--- src/rtl/expseq_pkg.sv ---
package expseq_pkg;

  typedef enum logic [1:0] {
    PH_IDLE  = 2'd0,
    PH_INTEG = 2'd1,
    PH_READ  = 2'd2
  } phase_e;

  localparam logic [1:0] MODE_FREE_MIN  = 2'd0;
  localparam logic [1:0] MODE_FREE_PROG = 2'd1;
  localparam logic [1:0] MODE_SINGLE    = 2'd2;
  localparam logic [1:0] MODE_DUAL      = 2'd3;

  localparam int TRIG_A = 0;
  localparam int TRIG_B = 1;

  function automatic logic is_free(input logic [1:0] m);
    return (m == MODE_FREE_MIN) || (m == MODE_FREE_PROG);
  endfunction

endpackage

--- src/rtl/expseq_edge_sync.sv ---
module expseq_edge_sync #(
  parameter int W = 2
) (
  input  logic         clk,
  input  logic         rst,
  input  logic [W-1:0] din,
  output logic [W-1:0] rise,
  output logic [W-1:0] fall
);

  for (genvar g = 0; g < W; g++) begin : g_line
    logic meta, stable, prev;

    always_ff @(posedge clk) begin
      if (rst) begin
        meta   <= 1'b0;
        stable <= 1'b0;
        prev   <= 1'b0;
      end else begin
        meta   <= din[g];
        stable <= meta;
        prev   <= stable;
      end
    end

    assign rise[g] = stable & ~prev;
    assign fall[g] = ~stable & prev;
  end

endmodule

--- src/rtl/expseq_integ_timer.sv ---
module expseq_integ_timer #(
  parameter int IW = 16
) (
  input  logic          clk,
  input  logic          rst,
  input  logic          load,
  input  logic [IW-1:0] load_val,
  input  logic          run,
  output logic          expire
);

  localparam logic [IW-1:0] ONE = {{(IW-1){1'b0}}, 1'b1};

  logic [IW-1:0] remain;

  always_ff @(posedge clk) begin
    if (rst) begin
      remain <= ONE;
    end else if (load) begin
      remain <= load_val;
    end else if (run && remain > ONE) begin
      remain <= remain - ONE;
    end
  end

  assign expire = run && (remain == ONE);

  // a load of zero would make the exposure run far past its setting
  a_r1_load_nonzero: assert property (@(posedge clk) disable iff (rst)
    load |-> (load_val != '0));

  // the counter moves down by exactly one per running cycle
  a_r1_count_step: assert property (@(posedge clk) disable iff (rst)
    (run && !load && remain > ONE) |=> (remain == $past(remain) - ONE));

endmodule

--- src/rtl/expseq_readout.sv ---
module expseq_readout #(
  parameter int PW = 14
) (
  input  logic          clk,
  input  logic          rst,
  input  logic          start,
  input  logic          tap_single,
  input  logic [PW-1:0] pix_count,
  input  logic          active,
  output logic          last,
  output logic          lval,
  output logic          dval,
  output logic          strobe
);

  localparam logic [PW-1:0] ONE = {{(PW-1){1'b0}}, 1'b1};

  logic [PW-1:0] beat_idx;
  logic [PW-1:0] final_idx;
  logic [PW:0]   pair_cnt;
  logic [PW-1:0] final_calc;

  assign pair_cnt = ({1'b0, pix_count} + {{PW{1'b0}}, 1'b1}) >> 1;

  always_comb begin
    if (pix_count == '0) begin
      final_calc = '0;
    end else if (tap_single) begin
      final_calc = pix_count - ONE;
    end else begin
      final_calc = pair_cnt[PW-1:0] - ONE;
    end
  end

  always_ff @(posedge clk) begin
    if (rst) begin
      beat_idx  <= '0;
      final_idx <= '0;
    end else if (start) begin
      beat_idx  <= '0;
      final_idx <= final_calc;
    end else if (active && !last) begin
      beat_idx <= beat_idx + ONE;
    end
  end

  assign last   = active && (beat_idx == final_idx);
  assign lval   = active;
  assign dval   = active;
  assign strobe = active && !beat_idx[0];

  // first beat of every readout carries a high strobe
  a_r7_first_strobe: assert property (@(posedge clk) disable iff (rst)
    start |=> (!active || strobe));

  // strobe alternates from beat to beat
  a_r7_strobe_alt: assert property (@(posedge clk) disable iff (rst)
    (active && !last && !start) |=> (strobe != $past(strobe)));

  // the beat index never passes the final beat
  a_r6_idx_bound: assert property (@(posedge clk) disable iff (rst)
    active |-> (beat_idx <= final_idx));

endmodule

--- src/rtl/exposure_seq.sv ---
module exposure_seq
  import expseq_pkg::*;
#(
  parameter int IW = 16,
  parameter int PW = 14
) (
  input  logic          clk,
  input  logic          rst,
  input  logic [1:0]    mode_sel,
  input  logic [IW-1:0] integ_time,
  input  logic [PW-1:0] pix_count,
  input  logic          tap_single,
  input  logic          trig_a,
  input  logic          trig_b,
  output logic [1:0]    phase,
  output logic          lval,
  output logic          dval,
  output logic          strobe
);

  localparam int NTRIG = 2;
  localparam logic [IW-1:0] IONE = {{(IW-1){1'b0}}, 1'b1};

  phase_e        cur_ph, nxt_ph;
  logic [1:0]    mode_q;
  logic [NTRIG-1:0] t_rise, t_fall;
  logic          tmr_load, tmr_run, tmr_expire;
  logic          ro_start, ro_active, ro_last;
  logic [IW-1:0] integ_load;
  logic          stop_hit;

  expseq_edge_sync #(.W(NTRIG)) u_sync (
    .clk  (clk),
    .rst  (rst),
    .din  ({trig_b, trig_a}),
    .rise (t_rise),
    .fall (t_fall)
  );

  assign integ_load = (mode_sel == MODE_FREE_MIN || integ_time == '0) ? IONE : integ_time;
  assign tmr_run    = (cur_ph == PH_INTEG) && is_free(mode_q);

  expseq_integ_timer #(.IW(IW)) u_timer (
    .clk      (clk),
    .rst      (rst),
    .load     (tmr_load),
    .load_val (integ_load),
    .run      (tmr_run),
    .expire   (tmr_expire)
  );

  assign ro_active = (cur_ph == PH_READ);

  expseq_readout #(.PW(PW)) u_read (
    .clk        (clk),
    .rst        (rst),
    .start      (ro_start),
    .tap_single (tap_single),
    .pix_count  (pix_count),
    .active     (ro_active),
    .last       (ro_last),
    .lval       (lval),
    .dval       (dval),
    .strobe     (strobe)
  );

  assign stop_hit = is_free(mode_q) ? tmr_expire : t_rise[TRIG_A];

  always_comb begin
    nxt_ph   = cur_ph;
    tmr_load = 1'b0;
    ro_start = 1'b0;
    case (cur_ph)
      PH_IDLE: begin
        if (is_free(mode_sel)) begin
          nxt_ph   = PH_INTEG;
          tmr_load = 1'b1;
        end else if (mode_sel == MODE_SINGLE && t_fall[TRIG_A]) begin
          nxt_ph = PH_INTEG;
        end else if (mode_sel == MODE_DUAL && t_rise[TRIG_B]) begin
          nxt_ph = PH_INTEG;
        end
      end
      PH_INTEG: begin
        if (stop_hit) begin
          nxt_ph   = PH_READ;
          ro_start = 1'b1;
        end
      end
      PH_READ: begin
        if (ro_last) begin
          if (is_free(mode_sel)) begin
            nxt_ph   = PH_INTEG;
            tmr_load = 1'b1;
          end else begin
            nxt_ph = PH_IDLE;
          end
        end
      end
      default: nxt_ph = PH_IDLE;
    endcase
  end

  always_ff @(posedge clk) begin
    if (rst) begin
      cur_ph <= PH_IDLE;
      mode_q <= MODE_FREE_MIN;
    end else begin
      cur_ph <= nxt_ph;
      if (nxt_ph == PH_INTEG && cur_ph != PH_INTEG) begin
        mode_q <= mode_sel;
      end
    end
  end

  assign phase = cur_ph;

  // integration can only hold or hand over to readout
  a_r5_integ_to_read: assert property (@(posedge clk) disable iff (rst)
    (phase == PH_INTEG) |=> (phase == PH_INTEG || phase == PH_READ));

  // free-running readout rolls straight into the next exposure
  a_r1_free_no_gap: assert property (@(posedge clk) disable iff (rst)
    (phase == PH_READ && ro_last && is_free(mode_sel)) |=> (phase == PH_INTEG));

  // a readout is never cut short
  a_r8_read_hold: assert property (@(posedge clk) disable iff (rst)
    (phase == PH_READ && !ro_last) |=> (phase == PH_READ));

  // in dual-trigger mode only the start line leaves idle
  a_r9_idle_hold: assert property (@(posedge clk) disable iff (rst)
    (phase == PH_IDLE && mode_sel == MODE_DUAL && !t_rise[TRIG_B]) |=> (phase == PH_IDLE));

  // line valid is confined to readout
  a_r7_lval_read: assert property (@(posedge clk) disable iff (rst)
    lval |-> (phase == PH_READ));

  // phase never takes the unused code
  a_r10_phase_legal: assert property (@(posedge clk) disable iff (rst)
    phase != 2'd3);

endmodule

--- config.mk ---
export PLATFORM = sky130hd
export DESIGN_NAME = exposure_seq
export DESIGN_NICKNAME = d
export VERILOG_FILES = /design/src/rtl/expseq_pkg.sv /design/src/rtl/expseq_edge_sync.sv /design/src/rtl/expseq_integ_timer.sv /design/src/rtl/expseq_readout.sv /design/src/rtl/exposure_seq.sv
export SDC_FILE = /design/constraint.sdc
export NUM_CORES = 1
export LEC_CHECK = 0
export BUFFER_PORTS_ARGS = -buffer_cell sky130_fd_sc_hd__buf_2
export CAP_MARGIN = 20
export CORE_MARGIN = 10
export CORE_UTILIZATION = 29
export DETAILED_ROUTE_END_ITERATION = 16
export HOLD_SLACK_MARGIN = 0.12
export PLACE_DENSITY_LB_ADDON = 0.08
export SLEW_MARGIN = 20
export SYNTH_ARGS = -nofsm -noshare
export SYNTH_HDL_FRONTEND = slang
export SYNTH_SLANG_ARGS = --single-unit
--- constraint.sdc ---
create_clock -name clk -period 2.6 [get_ports clk]
set_clock_uncertainty 0.1 [all_clocks]
set_input_delay 0.39 -clock clk [delete_from_list [all_inputs] [get_ports clk]]
set_output_delay 0.39 -clock clk [all_outputs]
set_load 0.01 [all_outputs]
==> results of run 1 <==
==> final cells by class <==
type,instances,share of cell area
inverter,11,0.00992
tap,143,0.0430
clock inverter,2,0.00361
multi-input combinational,348,0.535
clock buffer,6,0.0310
timing repair buffer,80,0.123
sequential,53,0.255
==> worst max-delay path: cells and delay by family, from the launching register on <==
kind | cells | cell delay, ns
xor gates and xnor gates | 1 | 0.17
and+or+nand+nor | 4 | 1.28
AOI/OAI and AO/OA | 2 | 0.39
DFF | 1 | 0.34
==> final timing paths <==
check | start | endpoint | slack (ns) | cells after the start
setup / recovery | u_read.beat_idx[9] | u_timer.remain[6] | 0.19 | 7
setup reg to reg | u_read.beat_idx[9] | u_timer.remain[6] | 0.19 | 7
hold / removal | trig_b | u_sync.g_line[1].meta | 0.19 | 2
hold reg to reg | u_sync.g_line[1].meta | u_sync.g_line[1].stable | 0.34 | 1
==> flip-flops by register name (all words and copies together) (netlist names) <==
name	flops
u_timer.remain	16
u_read.final_idx	14
phase	2
u_sync.g_line.prev	2
u_read.beat_idx	14
u_sync.g_line.meta	2
mode_q	1
u_sync.g_line.stable	2
==> metal layers <==
| metal | vias to the layer above | share of wire |
|---|---|---|
| met5 | - | 0 |
| met1 | 1542 | 0.48 |
| met2 | 56 | 0.45 |
| met4 | 0 | 0.022 |
| li1 | 1705 | - |
| met3 | 13 | 0.050 |
==> cell families after synthesis <==
kind of cell               Yosys count
AOI/OAI and AO/OA                  104
xor gates and xnor gates            47
adders and majority gates            6
buffers and inverters               38
DFF                                 53
muxes                                4
and+or+nand+nor                    187
==> synth_stat cells (2+ instances only) <==
master	count
a31oi_1	3
clkbuf_1	12
xor2_1	27
nor2_1	39
or3_1	7
buf_2	10
nand3_1	13
a41oi_1	4
inv_1	11
a211oi_1	9
and3b_1	2
ha_1	6
a21o_1	2
nor3b_1	2
a32o_1	2
nand2_1	49
o31a_1	3
o311ai_0	2
nor3_1	12
o22a_1	2
xnor2_1	20
nor4_1	17
mux2i_1	4
buf_4	3
a21oi_1	28
nand3b_1	3
o21ai_0	24
nor2b_1	9
nand4_1	5
and3_1	7
nand2b_1	5
and2_1	4
dfxtp_1	53
and4_1	4
o22ai_1	2
a32oi_1	3
o21a_1	3
==> report_power, final <==
group	switching (µW)	internal [µW]	leakage, µW
Clock	317	358	0.0000631
Combinational	278	206	0.00119
Sequential	33.3	850	0.000431
==> stage by stage <==
stage          utilization  hold WS, ns  instance area, µm²  std cells  setup TNS (ns)
2_1_floorplan            -        0.314                3440        439               0
3_3_place_gp         0.348        0.320                4010        635         -0.0100
3_5_place_dp         0.348        0.328                4010        635          -0.107
4_1_cts              0.360        0.185                4150        643               0
5_1_grt              0.361        0.207                4160        643               0
6_report             0.361        0.192                4160        643               0
==> repair_timing <==
action	in CTS	in global routing
endpoints found under the hold margin	0	0
resized for setup	0	2
endpoints found under the setup margin	0	11
==> impl_metrics.toml, run 1 <==
[finish]
nFillCells = 1236
final_cell_mix = "dfxtp_1, nand2_1, buf_2"
drive_gt1_frac = 0.198
nNetsFinal = 542
final_common_cell = "dfxtp_1"
area_growth_pct = 20.9
multi_input_area_um2 = 2230
seqCellArea_um2 = 1060
diodes = 0

[logic_synthesis]
syn-num-nets = 482
syn_avg_cell_area_um2 = 7.84
synth_ff_type = "dfxtp_1"
syn_inst = 439
ys_ff_latch = 53
synth_simple_gate_area_frac = 0.282
synth_edf_count = 0
synthAdderAreaFrac = 0.0218
ys_warn_count = 0
synth_top_family_by_area = "simple AND/OR/NAND/NOR gates"
synthArstFlopShare = 0
ys_seq_area_frac = 0.308
synth_xor_area_frac = 0.120
synth_area_um2 = 3440
muxShareOfSynthArea = 0.0116
synth.area.top_cells = "dfxtp_1, xor2_1, nand2_1"
synth-compound-area-share = 0.208
yosysTopAreaCell = "dfxtp_1"
synth.distinct_cells = 65
synth_top_area_frac = 0.308

[drt]
drt-vias-per-instance = 5.16
wl_um = 9820
wl_per_cell_um = 15.3
route.detailed.drc = 0
ant_nets = 0
vias = 3316
firstDrtPassIters = 4
drt_iter0_drc = 209

[pwr]
p_per_area_nw_per_um2 = 491
power_uw = 2040
leakagePower_uw = 0.00168
ir_drop_uv = 311

[setup_path]
critPathArrivalTime_ns = 2.49
crit_fanout = 10
cp-end-kind = "flip-flop"
path_cells = "xor2_1 > nor4_1 > nand4_1 > and2_1 > or3_4 > a211oi_1 > a211oi_1"
start_kind = "flip-flop"
crit_type = "flip-flop to flip-flop"
cp_slowest_cell = "or3_4"
required_ns = 2.68
cpMostUsedCell = "a211oi_1"
max_stage_delay_ns = 0.41

[clock_network]
cts_sinks = 53
cts_setup_buffers = 0
cts-buffers-inserted = 5
ctsHoldBuffers = 0
cts.path.max_buffers = 2
clock-root-buffer = "clkbuf_16"
clk_pin_slew_ns = 0.07
clock_latency_ns = 0.30
cts_tree = "yes"
h-tree-depth = 2

[flow_run]
max_cap_violations = 0

[timing]
fin_crit_sh = 0.927
fin_crit_ns = 2.41
setup_violations = 0
worst_pin_slew_ns = 0.496
hold_violations = 0
finalWorstSetupSlack_ns = 0.189
max-slew-margin-rel = 0.665
slew_viol_final = 0
rsz0062_at_grt = "false"
fmax_ghz = 0.415

[global_routing]
grt_pass1_wl_um = 16200
grt_pass1_vias = 3230
track_usage = 0.120
antenna_found_initial = 0
grtUsageMet2 = 0.186
met3_usage = 0.0308
grt_max_degree = 28
gr-usage-met1 = 0.156
grt-ovfl-total = 0
grt-busiest-layer = "met2"

[die]
die_w_um = 129
core-area_um2 = 11500
ioPinCount = 42
start_util = 0.299
chipHeight_um = 129
die-area_um2 = 16600
rows = 39

[min_path]
hold_path.class = "input port to flip-flop"

[placed_design]
place.gp.congestion = 0.820
dp_hpwl_um = 7620
post-place-ws_ns = -0.107
portBuffers = 41

[run_status]
outcome = "finished, final reports clean"
Note: power is estimated with default switching activity, not from simulation.
==> inputs of run 2 (changes only) <==
- clock period: 2.6 -> 2.1 ns (I/O delays scaled with it)
==> run 2 against run 1 <==
  * The run now ends with negative setup slack left
  * Critical path depth down 1
  * Final cell count up 11%
  * Sequential share of layout area down 5.0 points
  * Via count up 10%
  * Largest power group unchanged
==> impl_metrics.toml, run 2 (synthesis gave the netlist of run 1 again) <==
[run_status]
outcome = "finished with violations"
violations = "negative setup slack"

[clock_network]
clock-root-buffer = "clkbuf_16"
clock_latency_ns = 0.30
h-tree-depth = 2
cts.path.max_buffers = 2
ctsHoldBuffers = 0
cts-buffers-inserted = 5
cts_sinks = 53
cts_tree = "yes"
clk_pin_slew_ns = 0.07

[finish]
final_core_util = 0.454
final_cell_mix = "buf_4, dfxtp_1, nand2_1"
area_growth_pct = 51.9
largest_registers = "u_timer.remain (16), u_read.beat_idx (14), u_read.final_idx (14)"
nFillCells = 1200
diodes = 0
seqCellArea_um2 = 1070
largest-register = "u_timer.remain"
largest_reg_flops = 16
drive_gt1_frac = 0.451
final_common_cell = "buf_4"
nNetsFinal = 612
multi_input_area_um2 = 2680

[timing]
hold_violations = 0
worst_pin_slew_ns = 1.03
finalWorstSetupSlack_ns = -0.206
max-slew-margin-rel = 0.305
rsz0062_at_grt = "true"
fmax_ghz = 0.434
fin_crit_sh = 1.10
setup_violations = 45
slew_viol_final = 0
fin_crit_ns = 2.31

[global_routing]
grt_max_degree = 16
antenna_found_initial = 0
grt_pass1_wl_um = 18200
track_usage = 0.133
grt_pass1_vias = 3708
grt-ovfl-total = 0

[placed_design]
post-place-ws_ns = -0.584
place.gp.congestion = 0.836
portBuffers = 41
dp_hpwl_um = 8090

[die]
start_util = 0.299
die_w_um = 129
rows = 39
core-area_um2 = 11500
die-area_um2 = 16600
chipHeight_um = 129
ioPinCount = 42

[flow_run]
max_cap_violations = 0

[setup_path]
required_ns = 2.18
critPathArrivalTime_ns = 2.39
start_kind = "flip-flop"
crit_type = "flip-flop to flip-flop"
crit_fanout = 4
cp-end-kind = "flip-flop"

[min_path]
hold_path.class = "input port to flip-flop"

[drt]
wl_per_cell_um = 15.5
firstDrtPassIters = 4
ant_nets = 0
route.detailed.drc = 0
drt-vias-per-instance = 5.12
wl_um = 11000
drt_iter0_drc = 194
vias = 3650

[pwr]
p_per_area_nw_per_um2 = 545
ir_drop_uv = 269
leakagePower_uw = 0.00214
run 2: changes by cell type in the layout (fill, tap and decap cells not counted), moves of 7 or more:
cell	before	now
nand2_1	49	42
dfxtp_2	0	10
a21oi_2	0	15
buf_6	0	18
buf_4	38	89
o21ai_0	24	10
a21oi_1	28	12
dfxtp_1	53	43
o21ai_2	0	11
a211oi_1	9	2
run 2: through the flow:
stage / TNS [ns] / cell area, µm² / total power (µW) / cells / hold WS [ns]
2_1_floorplan: -0.600 / 3570 / 1530 / 439 / 0.314
3_3_place_gp: -6.34 / 4420 / 1820 / 685 / 0.323
3_5_place_dp: -7.34 / 4420 / 1830 / 685 / 0.320
4_1_cts: -3.46 / 4900 / 2780 / 705 / 0.126
5_1_grt: -8.07 / 5230 / 3000 / 713 / 0.155
6_report: -4.38 / 5230 / 2850 / 713 / 0.126
run 2: repair_timing:
item / CTS / global route
hold endpoints to repair: 0 / 0
setup buffers: 9 / 11
gates cloned: 4 / 0
setup endpoints to repair: 45 / 45
resized for setup: 74 / 70
pin swaps: 29 / 28
run 2: area by class of cell:
cell class	instances	area share
clock buffers	7	0.0254
clock inverters	1	0.00144
flip-flops and latches	53	0.205
inverters	11	0.00885
well taps	143	0.0342
multi-input cells	349	0.512
repair buffers	149	0.212
run 2: worst max-delay path: stages, from the launching register on:
cell and delay [ns]:
dfxtp_2 0.33, or3_4 0.38, or4_4 0.47, o31ai_4 0.25, nor2_2 0.09, a221o_1 0.35
a211o_1 0.22
run 2: final timing paths:
kind | startpoint | endpoint | slack, ns | cells after the start
worst max-delay path | u_timer.remain[12] | u_read.final_idx[13] | -0.21 | 6
worst min-delay path | trig_b | u_sync.g_line[1].meta | 0.13 | 2
worst max register to register | u_timer.remain[12] | u_read.final_idx[13] | -0.21 | 6
worst min register to register | u_sync.g_line[1].meta | u_sync.g_line[1].stable | 0.34 | 1
run 2: routing by layer:
layer	part of all wire	track usage	wire [µm]
met5	0	0	0
met4	0.015	0.0368	165
met3	0.044	0.0304	483
met2	0.48	0.224	5300
met1	0.46	0.166	5070
run 2: power by group:
| part | switching [µW] | internal [µW] |
|---|---|---|
| Combinational | 487 | 454 |
| Sequential | 33.0 | 1050 |
| Clock | 376 | 444 |
==> inputs of run 3 (changes only) <==
- ABC_CLOCK_PERIOD_IN_PS: not set -> 2600
- REMOVE_ABC_BUFFERS: not set -> 1
- clock period: 2.1 -> 2.6 ns (I/O delays scaled with it)
==> run 3 against run 2 <==
  * The run now ends clean
  * Register-to-register slack improved by 0.46 ns
  * Sequential power fell by 19%
  * Critical path depth is 3 higher
  * Largest cell class unchanged
  * Routed wire length shrank 16%
  * Highest routed layer unchanged
  * Non-clock buffer count fell by 73
  * Critical path type is now input port to flip-flop
  * Combinational power shrank 49%
  * Critical endpoint unchanged
  * Setup slack improved by 0.35 ns
  * Hold slack improved by 0.083 ns
==> impl_metrics.toml, run 3 (synthesis gave the netlist of run 1 again) <==
[clock_network]
clock_latency_ns = 0.29
cts-buffers-inserted = 5
cts_sinks = 53
clk_pin_slew_ns = 0.07
ctsResizeCount = 0
cts_setup_buffers = 0
cts.path.max_buffers = 2
ctsHoldBuffers = 0
cts_tree = "yes"
clock-root-buffer = "clkbuf_16"
h-tree-depth = 2

[setup_path]
cp-end-kind = "flip-flop"
crit_fanout = 4
start_kind = "input port"
required_ns = 2.68
crit_type = "input port to flip-flop"
critPathArrivalTime_ns = 2.54

[drt]
drt_iter0_drc = 222
ant_nets = 0
route.detailed.drc = 0
vias = 3225
firstDrtPassIters = 4
drt-vias-per-instance = 5.05
wl_per_cell_um = 14.5
wl_um = 9270

[global_routing]
grt_max_degree = 26
grt_pass1_vias = 3158
grt_pass1_wl_um = 15700
track_usage = 0.113
antenna_found_initial = 0
grt-ovfl-total = 0

[die]
die_w_um = 129
chipHeight_um = 129
rows = 39
ioPinCount = 42
start_util = 0.299
core-area_um2 = 11500
die-area_um2 = 16600

[timing]
worst_pin_slew_ns = 0.940
rsz0062_at_grt = "false"
hold_violations = 0
setup_violations = 0
fin_crit_sh = 0.946
fin_hold_ws_ns = 0.209
max-slew-margin-rel = 0.365
fin_crit_ns = 2.46
fmax_ghz = 0.407
slew_viol_final = 0

[finish]
largest-register = "u_timer.remain"
final_cells = 639
nNetsFinal = 538
diodes = 0
largest_reg_flops = 16
final_common_cell = "dfxtp_1"
largest_registers = "u_timer.remain (16), u_read.beat_idx (14), u_read.final_idx (14)"
area_growth_pct = 19.7
drive_gt1_frac = 0.192
final_cell_mix = "dfxtp_1, nand2_1, buf_2"

[pwr]
leakagePower_uw = 0.00167
ir_drop_uv = 227
p_per_area_nw_per_um2 = 495

[placed_design]
dp_hpwl_um = 7310
portBuffers = 41
place.gp.congestion = 0.812
dp_cells = 631

[min_path]
hold_path.class = "input port to flip-flop"

[flow_run]
max_cap_violations = 0

[run_status]
outcome = "finished, final reports clean"
run 3: changes by cell type in the layout (fill, tap and decap cells not counted), sizes merged:
| cell | delta |
|---|---|
| buf | -73 |
| or2 | -1 |
| clkbuf | -1 |
| clkinv | +2 |
| clkinvlp | -1 |
run 3: power by group:
part	internal, µW	switching (µW)
clock network	384	296
logic	204	274
registers	850	32.9
total	1440	603
run 3: cell type report:
type                            count  area (µm²)
Inverter                           11        41.3
Fill cell                        1211        7390
Timing Repair Buffer               76         468
Clock inverter                      2        13.8
Multi-Input combinational cell    348        2220
Sequential cell                    53        1060
Tap cell                          143         179
Clock buffer                        6         139
run 3: routing by layer:
layer  track usage  routed length (µm)  share of wire
met1         0.161                4750           0.51
met2         0.173                4030           0.43
met3        0.0177                 384          0.041
met4        0.0301                  98          0.011
met5             0                   0              0
run 3: critical path, stage by stage:
cell	delay, ns
buf_2	0.13
ha_1	0.22
xor2_1	0.18
a2111oi_0	0.48
a32oi_1	0.21
and3b_1	0.30
nand2_2	0.08
a221o_1	0.30
a211o_1	0.26
run 3: final timing paths:
kind / startpoint / to / slack [ns] / cells past startpoint
worst max-delay path: pix_count[0] / u_read.final_idx[13] / 0.14 / 9
worst min-delay path: trig_b / u_sync.g_line[1].meta / 0.21 / 2
worst max register to register: u_read.beat_idx[4] / u_timer.remain[12] / 0.25 / 7
worst min register to register: u_sync.g_line[0].meta / u_sync.g_line[0].stable / 0.35 / 1
run 3: per-stage QoR:
stage	utilization	worst slack [ns]	TNS [ns]	cell area [µm²]	power [µW]
global route	0.358	0.0000726	0	4120	2160
finish	0.358	0.141	0	4120	2040
CTS	0.358	0.133	0	4120	2070
floorplan	-	0.101	0	3320	1170
detailed placement	0.345	-0.170	-0.179	3970	1380
global placement	0.345	-0.0473	-0.0473	3970	1380
